### src/rtl/irq_pkg.sv
package irq_pkg;
  localparam int BYTE_W = 8;
  localparam int NRST   = 3;  // restart lines: 0=5.5, 1=6.5, 2=7.5
  localparam int NLVL   = 4;  // sampled levels: 0=5.5, 1=6.5, 2=trap, 3=intr

  // control byte fields
  localparam int CB_MSE  = 3;
  localparam int CB_C75  = 4;
  localparam int CB_SDE  = 6;
  localparam int CB_SDO  = 7;

  // status byte fields
  localparam int SB_IEN  = 3;
  localparam int SB_PND  = 4;
  localparam int SB_SIN  = 7;

  localparam int VEC_HALF = 4;  // vector = (2*n) * 4

  typedef enum logic [2:0] {
    SRC_NONE,
    SRC_TRAP,
    SRC_R75,
    SRC_R65,
    SRC_R55,
    SRC_INTR
  } src_e;

  function automatic logic [BYTE_W-1:0] vec_of(src_e s);
    int half;
    case (s)
      SRC_TRAP: half = 9;
      SRC_R75:  half = 15;
      SRC_R65:  half = 13;
      SRC_R55:  half = 11;
      default:  half = 0;
    endcase
    return BYTE_W'(half * VEC_HALF);
  endfunction
endpackage

### src/rtl/irq_ctrl_regs.sv
module irq_ctrl_regs
  import irq_pkg::*;
(
  input  logic              clk_i,
  input  logic              rst_ni,
  input  logic              we_i,
  input  logic [BYTE_W-1:0] wdata_i,
  input  logic              ien_set_i,
  input  logic              ien_clr_i,
  input  logic              accept_i,
  output logic [NRST-1:0]   mask_o,
  output logic              ien_o,
  output logic              sout_o
);
  logic [NRST-1:0] mask_q;
  logic            ien_q, sout_q;

  wire mask_ld = we_i & wdata_i[CB_MSE];
  wire sout_ld = we_i & wdata_i[CB_SDE];

  always_ff @(posedge clk_i or negedge rst_ni) begin
    if (!rst_ni) begin
      mask_q <= '1;
      ien_q  <= 1'b0;
      sout_q <= 1'b0;
    end else begin
      if (mask_ld) mask_q <= wdata_i[NRST-1:0];
      if (sout_ld) sout_q <= wdata_i[CB_SDO];
      if (accept_i || ien_clr_i) ien_q <= 1'b0;
      else if (ien_set_i)        ien_q <= 1'b1;
    end
  end

  assign mask_o = mask_q;
  assign ien_o  = ien_q;
  assign sout_o = sout_q;

  assert_mask_hold_R2: assert property (@(posedge clk_i) disable iff (!rst_ni)
    (we_i && !wdata_i[CB_MSE]) |=> $stable(mask_q));
  assert_sout_hold_R4: assert property (@(posedge clk_i) disable iff (!rst_ni)
    !(we_i && wdata_i[CB_SDE]) |=> $stable(sout_q));
  assert_ien_accept_R6: assert property (@(posedge clk_i) disable iff (!rst_ni)
    accept_i |=> !ien_q);
endmodule

### src/rtl/irq_pend.sv
module irq_pend
  import irq_pkg::*;
#(
  parameter int N_LVL = NLVL
) (
  input  logic             clk_i,
  input  logic             rst_ni,
  input  logic [N_LVL-1:0] lvl_i,
  input  logic             edge_req_i,
  input  logic             clr_i,
  input  logic             ack_i,
  output logic [N_LVL-1:0] lvl_o,
  output logic             latch_o
);
  logic [N_LVL-1:0] lvl_q;
  logic             prev_q, latch_q;

  for (genvar g = 0; g < N_LVL; g++) begin : g_smp
    always_ff @(posedge clk_i or negedge rst_ni) begin
      if (!rst_ni) lvl_q[g] <= 1'b0;
      else         lvl_q[g] <= lvl_i[g];
    end
  end

  wire rise = edge_req_i & ~prev_q;

  always_ff @(posedge clk_i or negedge rst_ni) begin
    if (!rst_ni) begin
      prev_q  <= 1'b0;
      latch_q <= 1'b0;
    end else begin
      prev_q <= edge_req_i;
      if (rise)               latch_q <= 1'b1;  // fresh edge beats clear
      else if (clr_i || ack_i) latch_q <= 1'b0;
    end
  end

  assign lvl_o   = lvl_q;
  assign latch_o = latch_q;

  assert_latch_set_R7: assert property (@(posedge clk_i) disable iff (!rst_ni)
    rise |=> latch_q);
  assert_latch_hold_R7: assert property (@(posedge clk_i) disable iff (!rst_ni)
    (latch_q && !clr_i && !ack_i) |=> latch_q);
  assert_latch_clr_R3: assert property (@(posedge clk_i) disable iff (!rst_ni)
    (clr_i && !edge_req_i) |=> !latch_q);
endmodule

### src/rtl/irq_arbiter.sv
module irq_arbiter
  import irq_pkg::*;
(
  input  logic            boundary_i,
  input  logic            trap_i,
  input  logic            intr_i,
  input  logic [NRST-1:0] pend_i,
  input  logic [NRST-1:0] mask_i,
  input  logic            ien_i,
  output src_e            sel_o
);
  logic [NRST-1:0] go;

  for (genvar g = 0; g < NRST; g++) begin : g_gate
    assign go[g] = pend_i[g] & ~mask_i[g] & ien_i;
  end

  always_comb begin
    sel_o = SRC_NONE;
    if (boundary_i) begin
      if (trap_i)               sel_o = SRC_TRAP;
      else if (go[2])           sel_o = SRC_R75;
      else if (go[1])           sel_o = SRC_R65;
      else if (go[0])           sel_o = SRC_R55;
      else if (intr_i && ien_i) sel_o = SRC_INTR;
    end
  end
endmodule

### src/rtl/irq_restart_ctrl.sv
module irq_restart_ctrl
  import irq_pkg::*;
(
  input  logic              clk_i,
  input  logic              rst_ni,
  input  logic              trap_i,
  input  logic              rst75_i,
  input  logic              rst65_i,
  input  logic              rst55_i,
  input  logic              intr_i,
  input  logic              cfg_we_i,
  input  logic [BYTE_W-1:0] cfg_data_i,
  input  logic              ien_set_i,
  input  logic              ien_clr_i,
  input  logic              boundary_i,
  input  logic              sin_i,
  output logic [BYTE_W-1:0] stat_o,
  output logic              sout_o,
  output logic              take_o,
  output logic [BYTE_W-1:0] vec_o,
  output logic              inta_o
);
  logic [NRST-1:0] mask;
  logic            ien;
  logic [NLVL-1:0] lvl;
  logic            p75;
  src_e            sel;
  logic            unused_cfg;

  assign unused_cfg = cfg_data_i[5];

  wire accept = (sel != SRC_NONE);

  irq_ctrl_regs u_regs (
    .clk_i     (clk_i),
    .rst_ni    (rst_ni),
    .we_i      (cfg_we_i),
    .wdata_i   (cfg_data_i),
    .ien_set_i (ien_set_i),
    .ien_clr_i (ien_clr_i),
    .accept_i  (accept),
    .mask_o    (mask),
    .ien_o     (ien),
    .sout_o    (sout_o)
  );

  irq_pend #(.N_LVL(NLVL)) u_pend (
    .clk_i      (clk_i),
    .rst_ni     (rst_ni),
    .lvl_i      ({intr_i, trap_i, rst65_i, rst55_i}),
    .edge_req_i (rst75_i),
    .clr_i      (cfg_we_i & cfg_data_i[CB_C75]),
    .ack_i      (sel == SRC_R75),
    .lvl_o      (lvl),
    .latch_o    (p75)
  );

  wire [NRST-1:0] pend = {p75, lvl[1], lvl[0]};

  irq_arbiter u_arb (
    .boundary_i (boundary_i),
    .trap_i     (lvl[2]),
    .intr_i     (lvl[3]),
    .pend_i     (pend),
    .mask_i     (mask),
    .ien_i      (ien),
    .sel_o      (sel)
  );

  always_ff @(posedge clk_i or negedge rst_ni) begin
    if (!rst_ni) begin
      take_o <= 1'b0;
      inta_o <= 1'b0;
      vec_o  <= '0;
    end else begin
      take_o <= accept && (sel != SRC_INTR);
      inta_o <= (sel == SRC_INTR);
      vec_o  <= vec_of(sel);
    end
  end

  always_comb begin
    stat_o                     = '0;
    stat_o[NRST-1:0]           = mask;
    stat_o[SB_IEN]             = ien;
    stat_o[SB_PND+:NRST]       = pend;
    stat_o[SB_SIN]             = sin_i;
  end

  assert_trap_wins_R8: assert property (@(posedge clk_i) disable iff (!rst_ni)
    (boundary_i && lvl[2]) |=> (take_o && vec_o == 8'h24));
  assert_no_boundary_R11: assert property (@(posedge clk_i) disable iff (!rst_ni)
    !boundary_i |=> (!take_o && !inta_o));
  assert_out_excl_R10: assert property (@(posedge clk_i) disable iff (!rst_ni)
    inta_o |-> (!take_o && vec_o == '0));
  assert_vec_align_R9: assert property (@(posedge clk_i) disable iff (!rst_ni)
    take_o |-> (vec_o[1:0] == 2'b00 && vec_o[7:6] == 2'b00 && vec_o != '0));
  assert_ien_off_R6: assert property (@(posedge clk_i) disable iff (!rst_ni)
    (take_o || inta_o) |-> !ien);
endmodule

### config.mk
export PLATFORM = sky130hd
export DESIGN_NAME = irq_restart_ctrl
export DESIGN_NICKNAME = d
export VERILOG_FILES = /design/src/rtl/irq_pkg.sv /design/src/rtl/irq_ctrl_regs.sv /design/src/rtl/irq_pend.sv /design/src/rtl/irq_arbiter.sv /design/src/rtl/irq_restart_ctrl.sv
export SDC_FILE = /design/constraint.sdc
export NUM_CORES = 1
export LEC_CHECK = 0
export BUFFER_PORTS_ARGS = -buffer_cell sky130_fd_sc_hd__buf_2
export CAP_MARGIN = 20
export CORE_MARGIN = 3
export CORE_UTILIZATION = 40
export CTS_CLUSTER_SIZE = 28
export DETAILED_ROUTE_END_ITERATION = 10
export PLACE_DENSITY = 0.72
export SYNTH_ARGS = -nofsm -noshare
export SYNTH_HDL_FRONTEND = slang
export SYNTH_SLANG_ARGS = --single-unit
### constraint.sdc
create_clock -name clk_i -period 2.4 [get_ports clk_i]
set_clock_uncertainty 0.2 [all_clocks]
set_input_delay 0.24 -clock clk_i [delete_from_list [all_inputs] [get_ports clk_i]]
set_output_delay 0.24 -clock clk_i [all_outputs]
set_load 0.01 [all_outputs]
# Word-level counts from Yosys, hierarchy flattened
# Cells that the tools add are included.
[classes]
eq_ne = 6
n_mux = 11
bitwise_logic = 14
n_reduce_logical = 7
[op_table]
columns = ["operator", "count"]
rows = [
  ["3-bit 2-to-1 mux", 6],
  ["4-bit one-hot mux with 4 select lines", 1],
  ["1-bit bitwise AND", 10],
  ["3-bit by 2-bit equality test with 1-bit output (second input constant)", 2],
  ["3-bit equality test (second input constant)", 2],
  ["1-bit 2-to-1 mux", 4],
  ["1-bit NOT", 4],
  ["2-bit nonzero test", 2],
  ["3-bit by 1-bit equality test with 1-bit output (second input constant)", 1],
  ["3-bit inequality test (second input constant)", 1],
  ["3-bit nonzero test", 1],
  ["1-bit logical AND", 2],
  ["1-bit logical OR", 2],
]
[totals]
regBits = 19
word_cells = 50

# Depth between registers and ports, before layout
# Gate-level depths: netlist of run 1.
[depth]
depth_word = 12
ltp_mapped = 4

# By module
# A second synthesis of run 1 with hierarchy kept.
[hier_totals]
cells_unflattened = 61
hier_area_um2 = 725.7
[modules_own_cells]
columns = ["mod", "n_inst", "cells_each", "area_per_inst_um2", "seq_area_each_um2"]
rows = [
  ["irq_restart_ctrl", 1, 26, 269.0, 125.1],
  ["irq_ctrl_regs", 1, 13, 203.9, 128.9],
  ["irq_pend", 1, 9, 173.9, 150.1],
  ["irq_arbiter", 1, 13, 78.8, 0.0],
]

# Worst setup path before layout of run 1
# Ideal clock, no wire load.
[synth_path]
path_type = "register to register"
from = "reg u_regs.mask_q[2], in the netlist u_regs.mask_o[2]"
to = "reg take_o"
setup_ps = 125
arrival_ps = 1406
required_time_ps = 2075
path_slack_ps = 669
stages_incl_launch_ff = 5
path_cell_list = "dfstp_2 -> nor2b_4 -> or2_0 -> o311a_1 -> mux2_2"
[synth_via]
elab_chain_cells = 8
word_cells_on_any_way = 9
classes_between = "eq/ne (1); mux (3); bitwise (3); reduce/logical (2)"
[synth_lines]
columns = ["item", "line", "text"]
rows = [
  ["start: declaration", "irq_ctrl_regs.sv:15", "logic [NRST-1:0] mask_q;"],
  ["start signal: assignment", "irq_ctrl_regs.sv:27", "if (mask_ld) mask_q <= wdata_i[NRST-1:0];"],
  ["1-bit NOT *", "irq_arbiter.sv:15", "assign go[g] = pend_i[g] & ~mask_i[g] & ien_i;"],
  ["1-bit bitwise AND * (2 in series)", "irq_arbiter.sv:15", ""],
  ["3-bit 2-to-1 mux *", "irq_arbiter.sv:22", "else if (go[2]) sel_o = SRC_R75;"],
  ["3-bit 2-to-1 mux *", "irq_arbiter.sv:21", "if (trap_i) sel_o = SRC_TRAP;"],
  ["3-bit 2-to-1 mux *", "irq_arbiter.sv:20", "if (boundary_i) begin"],
  ["3-bit inequality test / 3-bit nonzero test (equally long branches)", "irq_restart_ctrl.sv:76, irq_restart_ctrl.sv:32", ""],
  ["1-bit logical AND *", "irq_restart_ctrl.sv:76", "take_o <= accept && (sel != SRC_INTR);"],
  ["end signal: assignment", "irq_restart_ctrl.sv:76", ""],
  ["end: declaration", "irq_restart_ctrl.sv:19", "output logic take_o,"],
]
# Every way passes the cells marked *; elsewhere a longest branch is shown, timed or not.
# A chain may end at the register's enable or synchronous reset.

# Final worst setup path of run 1
# Ends and elaborated chain as after synthesis.

==> impl_metrics.py, run 1 <==
metrics = {
    "logic_synthesis": {
        "yosysTopAreaCell": "dfrtp_1",
        "ys.flop_type": "dfrtp_1",
        "yosysWarnings": 0,
        "synth-async-reset-ratio_pct": 100,
        "synthTopCellsByArea": "dfrtp_1, dfstp_2, buf_4",
        "synth_top_area_share_pct": 46.9,
        "yosysMostFrequentCell": "dfrtp_1",
        "synthCells": 57,
        "synth_seq_area_share_pct": 58.3,
        "syn_area_um2": 693,
        "ys_ff_latch": 16,
        "synth.distinct_cells": 22,
        "synth_area_per_cell_um2": 12.2,
        "yosys-top-cells-count": "dfrtp_1, buf_4, mux2_1, nand2_1",
        "synth_edf_count": 0,
    },
    "timing": {
        "fin_ws_ns": 0.623,
        "fin_crit_sh_pct": 74.0,
        "timing.hold.ws_ns": 0.0251,
        "fin_setup_tns_ns": 0,
        "finalMaxSlewViolations": 0,
        "hold_viol_final": 0,
        "rsz0062_at_grt": "false",
        "setup_violations": 0,
        "fin_crit_ns": 1.78,
        "max_freq_ghz": 0.563,
    },
    "placed_design": {
        "port_buffers": 31,
        "gp_congestion": 0.760,
        "dp_hpwl_um": 949,
        "dp_slack_ns": 0.634,
    },
    "grt": {
        "antenna_found_initial": 0,
        "grtUsageTotal_pct": 15.1,
        "grt-ovfl-total": 0,
        "grt_pass1_vias": 564,
        "grt_pass1_wl_um": 2340,
        "grt_max_degree": 17,
    },
    "floorplanning": {
        "io_pins": 39,
        "coreArea_mm2": 0.00158,
        "initial_core_util_pct": 44.0,
        "die_width_um": 47.6,
        "dieArea_mm2": 0.00227,
        "num_rows": 14,
        "dieHeight_um": 47.6,
    },
    "clock_network": {
        "cts_max_path_buffers": 2,
        "clk_latency_ns": 0.29,
        "cts_setup_buffers": 0,
        "htree_levels": 1,
        "numCtsBuffers": 3,
        "cts_tree": "yes",
        "cts_resized": 0,
        "clock-sinks": 16,
        "root_buffer": "clkbuf_4",
        "clk_pin_slew_ns": 0.09,
    },
    "routing": {
        "drt_iter0_markers": 2,
        "via_per_inst": 4.75,
        "drtPass1Iterations": 3,
        "routed_wl_um": 1380,
        "routedWlPerCell_um": 12.1,
        "num_vias": 541,
        "ant_nets": 0,
        "drc": 0,
    },
    "layout": {
        "filler_cell_count": 132,
        "nets": 119,
        "post-route-util_pct": 60.6,
        "drive_above_1_share_pct": 41.8,
        "antenna_cells": 0,
        "regArea_um2": 404,
        "multiInputGateArea_um2": 236,
        "syn_to_final_growth_pct": 37.9,
    },
    "worst_setup_path": {
        "crit_fanout": 4,
        "worstPathArrival_ns": 1.76,
        "worstPathRequired_ns": 2.38,
        "startpoint_type": "register",
        "worstSetupEndpointType": "register",
        "critical_path_class": "register to register",
        "ff2ff_path_depth": 4,
    },
    "worst_hold_path": {
        "hold_depth": 3,
        "min_path_type": "input port to register",
    },
    "power_and_ir_drop": {
        "power.leakage_nw": 0.486,
        "power_density_mw_per_mm2": 597,
        "irDropWorstVdd_v": 0.000499,
        "power_uw": 571,
    },
    "status": {
        "status": "finished, final reports clean",
    },
    "job": {
        "maxCapViolCount": 0,
    },
}
-- flip-flops by register name (all words and copies together), names as in the netlist --
| signal | cells |
|---|---|
| inta_o | 1 |
| take_o | 1 |
| u_pend.latch_o | 1 |
| u_pend.lvl_o | 4 |
| u_pend.prev_q | 1 |
| u_regs.ien_o | 1 |
| u_regs.mask_o | 3 |
| u_regs.sout_o | 1 |
| vec_o | 3 |
-- path summary, 6_finish.rpt --
check,from,to,slack (ns)
worst min-delay path,ien_set_i,u_regs.ien_o,0.03
worst min register to register,u_pend.prev_q,u_pend.latch_o,0.22
min in group asynchronous,rst_ni,u_regs.ien_o,0.18
worst max register to register,u_regs.mask_o[2],take_o,0.62
max in group asynchronous,rst_ni,u_regs.mask_o[2],1.51
worst max-delay path,u_regs.mask_o[2],take_o,0.62
-- power by group --
part / switching, mW / internal [mW]
logic: 0.0529 / 0.0593
clock network: 0.0821 / 0.0646
registers: 0.0152 / 0.297
total: 0.150 / 0.421
-- through the flow --
stage,cells,instance area [um2]
floorplan,60,704
global placement,99,820
detailed placement,99,820
CTS,114,956
global route,114,956
finish,114,956
-- repair_timing --
action / in CTS / in global routing
endpoints found under the setup margin: 0 / 0
hold endpoints to repair: 27 / 0
hold buffers: 11 / 0
-- area by class of cell --
type	count	area share [%]
tap	16	2.09
sequential	16	42.3
clock buffer	4	2.75
timing repair buffer	42	27.7
inverter	1	0.393
multi-input combinational	35	24.7
-- cells by family (layout without fill, tap and decap cells) --
logic type      count (synthesis)  count (layout)  share of synthesized area (%)
mux                             6               6                           9.75
compound gates                  7               7                           6.68
buf+inv                         9              47                           9.21
other cells                     1               4                          0.541
flops                          16              16                           58.3
simple gates                   18              18                           15.5
-- critical path, cell delays in order (launching register included) --
cell and delay, ns:
dfstp_2 0.57, nor2b_4 0.05, or2_0 0.23, o311a_1 0.34, mux2_2 0.28
-- placed cells by master, fill, tap and decap left out, types with 3 or more instances in the layout --
cell and instances:
o21ai_1 3, nor2b_1 3, dlygate4sd3_1 11, dfrtp_1 13
clkbuf_4 3, dfstp_2 3, nor2_1 3, nand2_1 4
buf_2 31, conb_1 4, mux2_1 4
-- routing by layer --
layer	part of all wire (%)	wire [um]	vias to the layer above	GRT usage [%]
li1	-	-	264	-
met1	42	583	244	15.9
met2	48	663	29	27.3
met3	7.8	108	4	6.02
met4	1.5	20	0	4.84
met5	0	0	-	0
Note: power is estimated with default switching activity, not from simulation.
==> run 2, diff against run 1 <==
- CORE_UTILIZATION: 40 -> 38
- PLACE_DENSITY: 0.72 -> 0.71
- clock period: 2.4 -> 1.5 ns (I/O delays scaled with it)
==> impl_metrics.py, run 2 (synthesized netlist as in run 1, its figures left out) <==
metrics = {
    "status": {
        "status": "finished with violations",
        "violations": "setup timing",
    },
    "routing": {
        "wl_met2_um": 728,
        "via_per_inst": 4.33,
        "routedWlPerCell_um": 10.9,
        "drt_iter0_markers": 7,
        "routed_wl_um": 1470,
        "wl_met3_um": 105,
        "drc": 0,
        "num_vias": 584,
        "wl_met1_um": 614,
        "ant_nets": 0,
        "top_layer": "met4",
        "drtPass1Iterations": 4,
    },
    "worst_setup_path": {
        "worstPathArrival_ns": 1.71,
        "worstPathRequired_ns": 1.47,
        "startpoint_type": "register",
        "ff2ff_path_depth": 5,
        "crit_fanout": 3,
        "critical_path_class": "register to register",
        "rr_startpoint": "u_regs.mask_o[2]",
        "r2r_slack_ns": -0.24,
        "worstSetupEndpointType": "register",
        "worstReg2RegEnd": "take_o",
    },
    "placed_design": {
        "port_buffers": 31,
        "post_dp_cell_area_um2": 882,
        "gp_congestion": 0.734,
        "dp_hpwl_um": 1060,
    },
    "clock_network": {
        "clk_pin_slew_ns": 0.09,
        "htree_levels": 1,
        "cts_max_path_buffers": 2,
        "cts_tree": "yes",
        "clk_latency_ns": 0.28,
        "root_buffer": "clkbuf_4",
        "clock-sinks": 16,
        "numCtsBuffers": 3,
    },
    "layout": {
        "filler_cell_count": 136,
        "drive_above_1_share_pct": 45.9,
        "final_cell_mix": "buf_2, dlygate4sd3_1, dfrtp_1",
        "fin_area_mm2": 0.00108,
        "largest_reg_flops": 4,
        "nets": 132,
        "final_common_cell": "buf_2",
        "antenna_cells": 0,
        "syn_to_final_growth_pct": 55.4,
        "post-route-util_pct": 66.8,
    },
    "grt": {
        "grt_max_degree": 17,
        "grt_pass1_wl_um": 2500,
        "grtUsageTotal_pct": 13.5,
        "grt_pass1_vias": 604,
        "grt-ovfl-total": 0,
        "antenna_found_initial": 0,
    },
    "worst_hold_path": {
        "hold_depth": 4,
        "min_path_type": "input port to register",
        "min_from": "boundary_i",
        "hold_path_end": "u_regs.ien_o",
    },
    "floorplanning": {
        "io_pins": 39,
        "num_rows": 14,
        "initial_core_util_pct": 43.0,
        "die_width_um": 48.7,
        "coreArea_mm2": 0.00161,
        "dieHeight_um": 48.7,
        "dieArea_mm2": 0.00237,
    },
    "timing": {
        "fin_crit_sh_pct": 116,
        "max_freq_ghz": 0.576,
        "hold_viol_final": 0,
        "setup_violations": 5,
        "fin_setup_tns_ns": -0.789,
        "finalMaxSlewViolations": 0,
        "fin_ws_ns": -0.237,
        "fin_crit_ns": 1.74,
        "timing.hold.ws_ns": 0.00356,
        "rsz0062_at_grt": "true",
    },
    "job": {
        "maxCapViolCount": 0,
    },
    "power_and_ir_drop": {
        "irDropWorstVdd_v": 0.000723,
        "power_density_mw_per_mm2": 885,
        "power.leakage_nw": 0.549,
    },
}
[run 2: changes by cell type in the layout (fill, tap and decap cells not counted), sizes merged]
| cell | before | now |
|---|---|---|
| buf | 31 | 40 |
| dlygate4sd3 | 11 | 15 |
[run 2: metal layers]
| metal | GRT usage (%) | vias up |
|---|---|---|
| li1 | - | 289 |
| met2 | 23.5 | 30 |
| met5 | 0 | - |
| met3 | 2.45 | 4 |
| met1 | 16.2 | 261 |
| met4 | 5.69 | 0 |
[run 2: cell type report]
cell class                 count  area [um2]  area share (%)
inverter                       1        3.75           0.348
multi-input combinational     35         240            22.3
tap                           24        30.0            2.79
sequential                    16         404            37.5
timing repair buffer          55         373            34.6
clock buffer                   4        26.3            2.44
[run 2: worst max path at each step]
stage,start,to,cells after the start
floorplan,u_regs.mask_o[2],take_o,4
global placement,u_regs.mask_o[2],vec_o[2],4
detailed placement,u_regs.mask_o[2],take_o,4
CTS,u_regs.mask_o[2],take_o,4
global route,u_regs.mask_o[2],take_o,5
finish,u_regs.mask_o[2],take_o,5
[run 2: what timing repair did]
action                                  CTS  global route
buffers inserted                          1             1
pin swaps                                 1             2
hold buffers                             15             0
gates resized for setup                   1             1
endpoints found under the setup margin    5             5
hold endpoints to repair                 27             0
[run 2: worst max-delay path: stages (launching register included)]
cell and delay, ns:
dfstp_2 0.56, nor2b_4 0.04, buf_4 0.13, nand3b_1 0.18, o21a_1 0.24, mux2_2 0.28
[run 2: report_power, final]
| part | internal [mW] | leakage [nW] | switching (mW) | total [mW] |
|---|---|---|---|---|
| combinational | 0.132 | 0.341 | 0.0998 | 0.232 |
| clock | 0.103 | 0.0150 | 0.125 | 0.228 |
| sequential | 0.475 | 0.193 | 0.0191 | 0.494 |
[run 2: per-stage QoR]
| stage | setup WS [ns] | instances | power [mW] |
|---|---|---|---|
| after global routing | -0.275 | 135 | 1.01 |
| after global placement | -0.217 | 114 | 0.690 |
| after detailed placement | -0.247 | 114 | 0.695 |
| after CTS | -0.235 | 134 | 0.957 |
| after floorplan | -0.231 | 60 | 0.611 |
| final | -0.237 | 135 | 0.954 |
